==> config.mk <==
export PLATFORM = sky130hd
export DESIGN_NAME = coh_home
export DESIGN_NICKNAME = d
export VERILOG_FILES = /design/src/rtl/coh_pkg.sv /design/src/rtl/coh_dir.sv /design/src/rtl/coh_snoop_collect.sv /design/src/rtl/coh_home.sv
export SDC_FILE = /design/constraint.sdc
export NUM_CORES = 1
export LEC_CHECK = 0
export BUFFER_PORTS_ARGS = -buffer_cell sky130_fd_sc_hd__buf_4
export CELL_PAD_IN_SITES_DETAIL_PLACEMENT = 1
export CELL_PAD_IN_SITES_GLOBAL_PLACEMENT = 2
export CORE_AREA = 10 10 176 178
export DETAILED_ROUTE_END_ITERATION = 8
export DIE_AREA = 0 0 186 188
export PLACE_DENSITY_LB_ADDON = 0.1
export SLEW_MARGIN = 30
export SYNTH_ARGS = -nofsm -noshare
export SYNTH_HDL_FRONTEND = slang
export SYNTH_SLANG_ARGS = --single-unit
==> constraint.sdc <==
create_clock -name clk -period 2.8 [get_ports clk]
set_input_delay 0.28 -clock clk [delete_from_list [all_inputs] [get_ports clk]]
set_output_delay 0.28 -clock clk [all_outputs]
set_load 0.005 [all_outputs]
==> src/rtl/coh_pkg.sv <==
package coh_pkg;
  typedef enum logic [1:0] {OP_SHARED = 2'd0, OP_UNIQUE = 2'd1, OP_EVICT = 2'd2} op_e;
  typedef enum logic [1:0] {GR_NONE = 2'd0, GR_SHARED = 2'd1, GR_UNIQUE = 2'd2} grant_e;
  typedef enum logic [2:0] {
    ST_IDLE, ST_LOOK, ST_SNP, ST_WAIT, ST_MRD, ST_MRSP, ST_MWR, ST_CMP
  } hstate_e;
endpackage

==> src/rtl/coh_dir.sv <==
module coh_dir #(
  parameter int NA    = 4,
  parameter int LINES = 16,
  localparam int LW   = (LINES > 1) ? $clog2(LINES) : 1
) (
  input  logic          clk,
  input  logic          rst,
  input  logic          rd_en,
  input  logic [LW-1:0] rd_line,
  output logic [NA-1:0] rd_mask,
  output logic          rd_dirty,
  input  logic          wr_en,
  input  logic [LW-1:0] wr_line,
  input  logic [NA-1:0] wr_mask,
  input  logic          wr_dirty
);
  logic [NA:0]      store [LINES];
  logic [NA:0]      rd_q;
  logic [LINES-1:0] vld;
  logic             rd_vld_q;

  // RAM-style body without reset; a flop per line marks written entries
  always_ff @(posedge clk) begin
    if (wr_en) store[wr_line] <= {wr_dirty, wr_mask};
    if (rd_en) rd_q <= store[rd_line];
  end

  always_ff @(posedge clk) begin
    if (rst) begin
      vld      <= '0;
      rd_vld_q <= 1'b0;
    end else begin
      if (wr_en) vld[wr_line] <= 1'b1;
      if (rd_en) rd_vld_q <= vld[rd_line];
    end
  end

  assign rd_mask  = rd_vld_q ? rd_q[NA-1:0] : '0;
  assign rd_dirty = rd_vld_q & rd_q[NA];

  AST_DIRTY_ONE_OWNER: assert property (@(posedge clk) disable iff (rst)
    wr_en && wr_dirty |-> $countones(wr_mask) == 1);
endmodule

==> src/rtl/coh_snoop_collect.sv <==
module coh_snoop_collect #(
  parameter int NA = 4,
  parameter int DW = 32,
  localparam int AW = (NA > 1) ? $clog2(NA) : 1
) (
  input  logic          clk,
  input  logic          rst,
  input  logic          load,
  input  logic [NA-1:0] load_mask,
  input  logic          rsp_valid,
  input  logic [AW-1:0] rsp_agent,
  input  logic          rsp_dirty,
  input  logic [DW-1:0] rsp_data,
  output logic [NA-1:0] pending,
  output logic          got_dirty,
  output logic [DW-1:0] fwd_data
);
  always_ff @(posedge clk) begin
    if (rst) begin
      pending   <= '0;
      got_dirty <= 1'b0;
      fwd_data  <= '0;
    end else if (load) begin
      pending   <= load_mask;
      got_dirty <= 1'b0;
    end else if (rsp_valid) begin
      pending[rsp_agent] <= 1'b0;
      if (rsp_dirty) begin
        got_dirty <= 1'b1;
        fwd_data  <= rsp_data;
      end
    end
  end

  AST_RSP_FROM_SNOOPED: assert property (@(posedge clk) disable iff (rst)
    rsp_valid && !load |-> pending[rsp_agent]);
endmodule

==> src/rtl/coh_home.sv <==
module coh_home
  import coh_pkg::*;
#(
  parameter int NA    = 4,
  parameter int LINES = 16,
  parameter int DW    = 32,
  localparam int AW   = (NA > 1) ? $clog2(NA) : 1,
  localparam int LW   = (LINES > 1) ? $clog2(LINES) : 1
) (
  input  logic          clk,
  input  logic          rst,
  input  logic          req_valid,
  output logic          req_ready,
  input  logic [AW-1:0] req_agent,
  input  logic [1:0]    req_op,
  input  logic [LW-1:0] req_line,
  input  logic [DW-1:0] req_data,
  output logic          snp_valid,
  output logic [NA-1:0] snp_targets,
  output logic          snp_invalidate,
  output logic [LW-1:0] snp_line,
  input  logic          sresp_valid,
  input  logic [AW-1:0] sresp_agent,
  input  logic          sresp_dirty,
  input  logic [DW-1:0] sresp_data,
  output logic          mem_req_valid,
  input  logic          mem_req_ready,
  output logic          mem_req_we,
  output logic [LW-1:0] mem_req_line,
  output logic [DW-1:0] mem_req_wdata,
  input  logic          mem_rsp_valid,
  input  logic [DW-1:0] mem_rsp_rdata,
  output logic          cmp_valid,
  input  logic          cmp_ready,
  output logic [AW-1:0] cmp_agent,
  output logic [1:0]    cmp_state,
  output logic [DW-1:0] cmp_data
);
  localparam logic [NA-1:0] ONE = {{(NA-1){1'b0}}, 1'b1};

  hstate_e       st;
  op_e           cur_op;
  logic [AW-1:0] cur_agent;
  logic [LW-1:0] cur_line;
  logic [DW-1:0] cur_wdata, line_data;
  logic [NA-1:0] ent_mask, snp_tgt, self_bit, others, look_tgt, pending, new_mask;
  logic          ent_dirty, snp_inv_q, owner_is_req, got_dirty, new_dirty;
  logic [NA-1:0] dir_mask;
  logic          dir_dirty;
  logic [DW-1:0] fwd_data;

  coh_dir #(.NA(NA), .LINES(LINES)) u_dir (
    .clk(clk), .rst(rst),
    .rd_en(st == ST_IDLE && req_valid), .rd_line(req_line),
    .rd_mask(dir_mask), .rd_dirty(dir_dirty),
    .wr_en(st == ST_CMP && cmp_ready), .wr_line(cur_line),
    .wr_mask(new_mask), .wr_dirty(new_dirty)
  );

  coh_snoop_collect #(.NA(NA), .DW(DW)) u_col (
    .clk(clk), .rst(rst),
    .load(st == ST_SNP), .load_mask(snp_tgt),
    .rsp_valid(sresp_valid), .rsp_agent(sresp_agent),
    .rsp_dirty(sresp_dirty), .rsp_data(sresp_data),
    .pending(pending), .got_dirty(got_dirty), .fwd_data(fwd_data)
  );

  // Snoop target selection from the looked-up entry
  always_comb begin
    self_bit     = ONE << cur_agent;
    others       = dir_mask & ~self_bit;
    owner_is_req = dir_dirty && dir_mask[cur_agent];
    unique case (cur_op)
      OP_SHARED: look_tgt = (dir_dirty && !owner_is_req) ? others : '0;
      OP_UNIQUE: look_tgt = others;
      default:   look_tgt = '0;
    endcase
  end

  // Directory entry written at completion handshake
  always_comb begin
    unique case (cur_op)
      OP_SHARED: begin new_mask = ent_mask | self_bit; new_dirty = 1'b0; end
      OP_UNIQUE: begin new_mask = self_bit;            new_dirty = 1'b1; end
      default:   begin
        new_mask  = ent_mask & ~self_bit;
        new_dirty = ent_dirty && !ent_mask[cur_agent];
      end
    endcase
  end

  always_ff @(posedge clk) begin
    if (rst) begin
      st        <= ST_IDLE;
      cur_op    <= OP_SHARED;
      cur_agent <= '0;
      cur_line  <= '0;
      cur_wdata <= '0;
      line_data <= '0;
      ent_mask  <= '0;
      ent_dirty <= 1'b0;
      snp_tgt   <= '0;
      snp_inv_q <= 1'b0;
    end else begin
      unique case (st)
        ST_IDLE: if (req_valid) begin
          cur_op    <= op_e'(req_op);
          cur_agent <= req_agent;
          cur_line  <= req_line;
          cur_wdata <= req_data;
          st        <= ST_LOOK;
        end
        ST_LOOK: begin
          ent_mask  <= dir_mask;
          ent_dirty <= dir_dirty;
          snp_tgt   <= look_tgt;
          snp_inv_q <= (cur_op == OP_UNIQUE);
          if (look_tgt != '0)        st <= ST_SNP;
          else if (cur_op == OP_EVICT) begin
            if (owner_is_req) begin
              line_data <= cur_wdata;
              st        <= ST_MWR;
            end else st <= ST_CMP;
          end else st <= ST_MRD;
        end
        ST_SNP:  st <= ST_WAIT;
        ST_WAIT: if (pending == '0) begin
          if (got_dirty) begin
            line_data <= fwd_data;
            st        <= (cur_op == OP_SHARED) ? ST_MWR : ST_CMP;
          end else st <= ST_MRD;
        end
        ST_MRD:  if (mem_req_ready) st <= ST_MRSP;
        ST_MRSP: if (mem_rsp_valid) begin
          line_data <= mem_rsp_rdata;
          st        <= ST_CMP;
        end
        ST_MWR:  if (mem_req_ready) st <= ST_CMP;
        ST_CMP:  if (cmp_ready) st <= ST_IDLE;
        default: st <= ST_IDLE;
      endcase
    end
  end

  assign req_ready      = (st == ST_IDLE);
  assign snp_valid      = (st == ST_SNP);
  assign snp_targets    = snp_tgt;
  assign snp_invalidate = snp_inv_q;
  assign snp_line       = cur_line;
  assign mem_req_valid  = (st == ST_MRD) || (st == ST_MWR);
  assign mem_req_we     = (st == ST_MWR);
  assign mem_req_line   = cur_line;
  assign mem_req_wdata  = line_data;
  assign cmp_valid      = (st == ST_CMP);
  assign cmp_agent      = cur_agent;
  assign cmp_data       = line_data;
  always_comb begin
    unique case (cur_op)
      OP_SHARED: cmp_state = GR_SHARED;
      OP_UNIQUE: cmp_state = GR_UNIQUE;
      default:   cmp_state = GR_NONE;
    endcase
  end

  AST_BUSY_CLOSED: assert property (@(posedge clk) disable iff (rst)
    (cmp_valid || snp_valid || mem_req_valid) |-> !req_ready);
  AST_NO_SELF_SNOOP: assert property (@(posedge clk) disable iff (rst)
    snp_valid |-> !snp_targets[cmp_agent]);
  AST_SNOOP_PULSE: assert property (@(posedge clk) disable iff (rst)
    snp_valid |=> !snp_valid);
  AST_DOWNGRADE_ONE: assert property (@(posedge clk) disable iff (rst)
    snp_valid && !snp_invalidate |-> $countones(snp_targets) == 1);
  AST_ACKS_BEFORE_CMP: assert property (@(posedge clk) disable iff (rst)
    cmp_valid |-> pending == '0);
  AST_CMP_HOLD: assert property (@(posedge clk) disable iff (rst)
    cmp_valid && !cmp_ready |=> cmp_valid && $stable(cmp_data));
  AST_MEM_HOLD: assert property (@(posedge clk) disable iff (rst)
    mem_req_valid && !mem_req_ready |=> mem_req_valid && $stable(mem_req_wdata));
endmodule

==> results.md <==
* Commonest non-fill, non-tap cells in the layout: buf_4 (224), nand2_1 (196), dfxtp_1 (139), a21oi_1 (88), edfxtp_1 (85)
* GRT overflow at 0
* Avg Cell Area, Syn at 10.5 um2
* EDFF count, synth at 85
* Antenna Violating Nets Remaining at 0
* FF+latch count, synth at 224
* H-tree depth at 1
* Hold_ws at 0.0112 ns
* Die X at 186 um
* Gate power share at 0.230
* Synth area leaders: dfxtp_1 (30%), edfxtp_1 (28%), nand2_1 (8.0%), mux4_2 (7.1%), a21oi_1 (4.8%)
* Fin nets at 1199
* RSZ-0062 raised after global routing: false
* Critical Path Max Stage Delay at 0.72 ns
* RePlAce Congestion at 0.762
* Num CTS Buffers at 26
* Largest buffer count on any clock path at 3
* First-pass GRT wire length at 46.4 mm
* Yosys top cell by area: dfxtp_1
* Compound-Gate Fraction of Synth Area at 0.132
* Clk root buf: clkbuf_16
* Power per cell area at 787 nW/um2
* Clock power frac at 0.348
* Final Cycle Share at 0.810
* Outcome: finished, final reports clean
* Ys flop type: dfxtp_1
* Mux share of post-synthesis cell area at 0.0785
* DRC Markers at 0
* Max Cap Viol at 0
* Initial antenna violation count at 0
* Worst path required time at 3.23 ns
* Power Total at 9.61 mW
* CP cell instances: or3_1 -> o2111a_2 -> buf_12 -> nor2_1 -> a311oi_1
* Max Clk Rate at 441 MHz
* Reg clk slew, reported paths at 0.06 ns
* Core ar. at 27500 um2
* Io pins at 200
* Num Clock Sinks at 224
* Vias in the first global route at 7813
* DR vias/cell at 5.13
* Switching Share at 0.296
* Minimum clock period at 2.27 ns
* Layout area overhead at 32.0%
* Synth cell types at 46
* Post-Synth XOR/XNOR Area at 0
* Worst min-delay path class: in2reg
* Starting Density at 0.336
* Proportion of netlist area held by the largest area contributor at 0.301
* Max stage delay cell, worst path: dfxtp_1
* Skew-Pair Late Insertion Delay at 0.54 ns
* Crit Path Class: reg2reg
* Dpl hpwl at 20.8 mm
* Post-synthesis sequential area ratio at 0.577
* Async S/R FF share, synth at 0
* Max-slew violation count at 0
* Routed WL at 30.3 mm
* Clk_skew at 0.0188 ns
* Initial DRC count at 347
* Critical path fanouts, max at 64
* Final hold vios at 0
* Pre-antenna DRT Iters at 4
* Sequential share of power at 0.421
* Synth Area in Simple Gates at 0.148
* Die span in y at 188 um
* WL/cell at 20.9 um
* Cell family with most CP delay: flip-flops
* NetSw at 2.84 mW
* CP Buf/Inv Count at 1
* Largest family of logic cells by synthesized area: simple AND/OR/NAND/NOR gates
* Syn nets at 997
* Setup_tns at 0 ns
* Gr usage total at 0.168
* Largest net degree at the start of global routing at 65
* Rows at 61
* Adder-cell share of the synthesized area at 0
* Setup crit end kind: flop
* Slew HR at 0.551
* Worst path arrival time at 2.70 ns
* Die ar. at 35000 um2
* Slew @ Worst Pin at 0.671 ns
* Setup crit start kind: flop
* # setup viols final at 0
* I/O Buffers at 199
* Mapped Area at 9240 um2
* Worst VDD drop at 0.482 mV
* Vias at 7440
* Int Pwr at 6.76 mW
* Gate Count Post-Synth at 883
* Yosys Warn Count at 0
* CTS tree: done
* N_diodes at 0
* Commonest non-fill, non-tap cell in the layout: buf_4
* Layout cell share with drive strength beyond 1 at 0.280
* P_leak at 4.53 nW
## power groups by stage
stage          Sequential [mW]  Clock [mW]  Combinational, mW
2_1_floorplan             4.01           0               1.33
3_3_place_gp              4.11           0               2.17
3_5_place_dp              4.12           0               2.21
4_1_cts                   4.05        3.42               2.27
5_1_grt                   4.10        3.56               2.47
6_report                  4.05        3.34               2.21
## synthesized netlist by cell type (all sizes together), types with 2 or more instances
library cell / n
o311ai: 2
nand3: 15
nand4b: 2
a31oi: 3
buf: 58
nand2b: 6
dfxtp: 139
or4: 3
a32oi: 4
a22oi: 32
o21ba: 6
or2: 2
nand3b: 2
a21oi: 88
nor3: 8
inv: 8
edfxtp: 85
or3: 2
nor2: 77
mux2: 2
o21ai: 8
mux4: 29
clkbuf: 43
o211ai: 2
nand2: 197
a311oi: 33
and3: 4
and3b: 3
mux2i: 5
a221oi: 2
## final cells by class
| cell class | count | area (um2) |
|---|---|---|
| Inverter | 9 | 33.8 |
| Clock inverter | 11 | 110 |
| Multi-Input combinational cell | 549 | 3320 |
| Timing Repair Buffer | 275 | 2230 |
| Fill cell | 3071 | 15300 |
| Tap cell | 346 | 433 |
| Sequential cell | 224 | 5340 |
| Clock buffer | 37 | 732 |
## state kept, by name (all words and copies together), names as in the netlist, 5 cells and up
register / count
u_dir.store: 80
cmp_data: 32
cur_wdata: 32
u_col.fwd_data: 32
u_dir.vld: 16
u_dir.rd_q: 5
## cell families after synthesis
family,Yosys count
simple gates,328
flops,224
compound gates,185
buf+inv,110
mux,36
## per-layer routing
| metal | global-route usage | vias to the layer above | part of all wire |
|---|---|---|---|
| met4 | 0.0422 | 0 | 0.021 |
| met5 | 0 | - | 0 |
| met1 | 0.218 | 3682 | 0.45 |
| met2 | 0.279 | 186 | 0.48 |
| met3 | 0.0315 | 40 | 0.053 |
| li1 | - | 3532 | - |
## stage by stage
step / utilization / cells / instance area [um2] / setup slack (ns)
6_report: 0.444 / 1451 / 12200 / 0.531
5_1_grt: 0.444 / 1451 / 12200 / 0.333
4_1_cts: 0.444 / 1451 / 12200 / 0.536
3_5_place_dp: 0.396 / 1356 / 10900 / 0.605
3_3_place_gp: 0.396 / 1356 / 10900 / 0.656
2_1_floorplan: - / 883 / 9240 / 0.744
## what timing repair did
item,CTS,global route
hold endpoints to repair,47,0
buffers inserted,0,0
resized for setup,0,0
hold buffers,47,0
## worst paths after layout
| check | end | startpoint | cells past startpoint | slack (ns) |
|---|---|---|---|---|
| max reg2reg | cmp_data[8] | st[2] | 5 | 0.53 |
| max | cmp_data[8] | st[2] | 5 | 0.53 |
| min reg2reg | cur_wdata[11] | cur_wdata[11] | 2 | 0.45 |
| min | cmp_agent[1] | req_agent[1] | 3 | 0.01 |
## worst register-to-register path, cell delays in order (launching register included)
cell and delay [ns]:
dfxtp_1 0.72, or3_1 0.51, o2111a_2 0.31, buf_12 0.25, nor2_1 0.14, a311oi_1 0.24
Power figures use the tool's default switching activity.
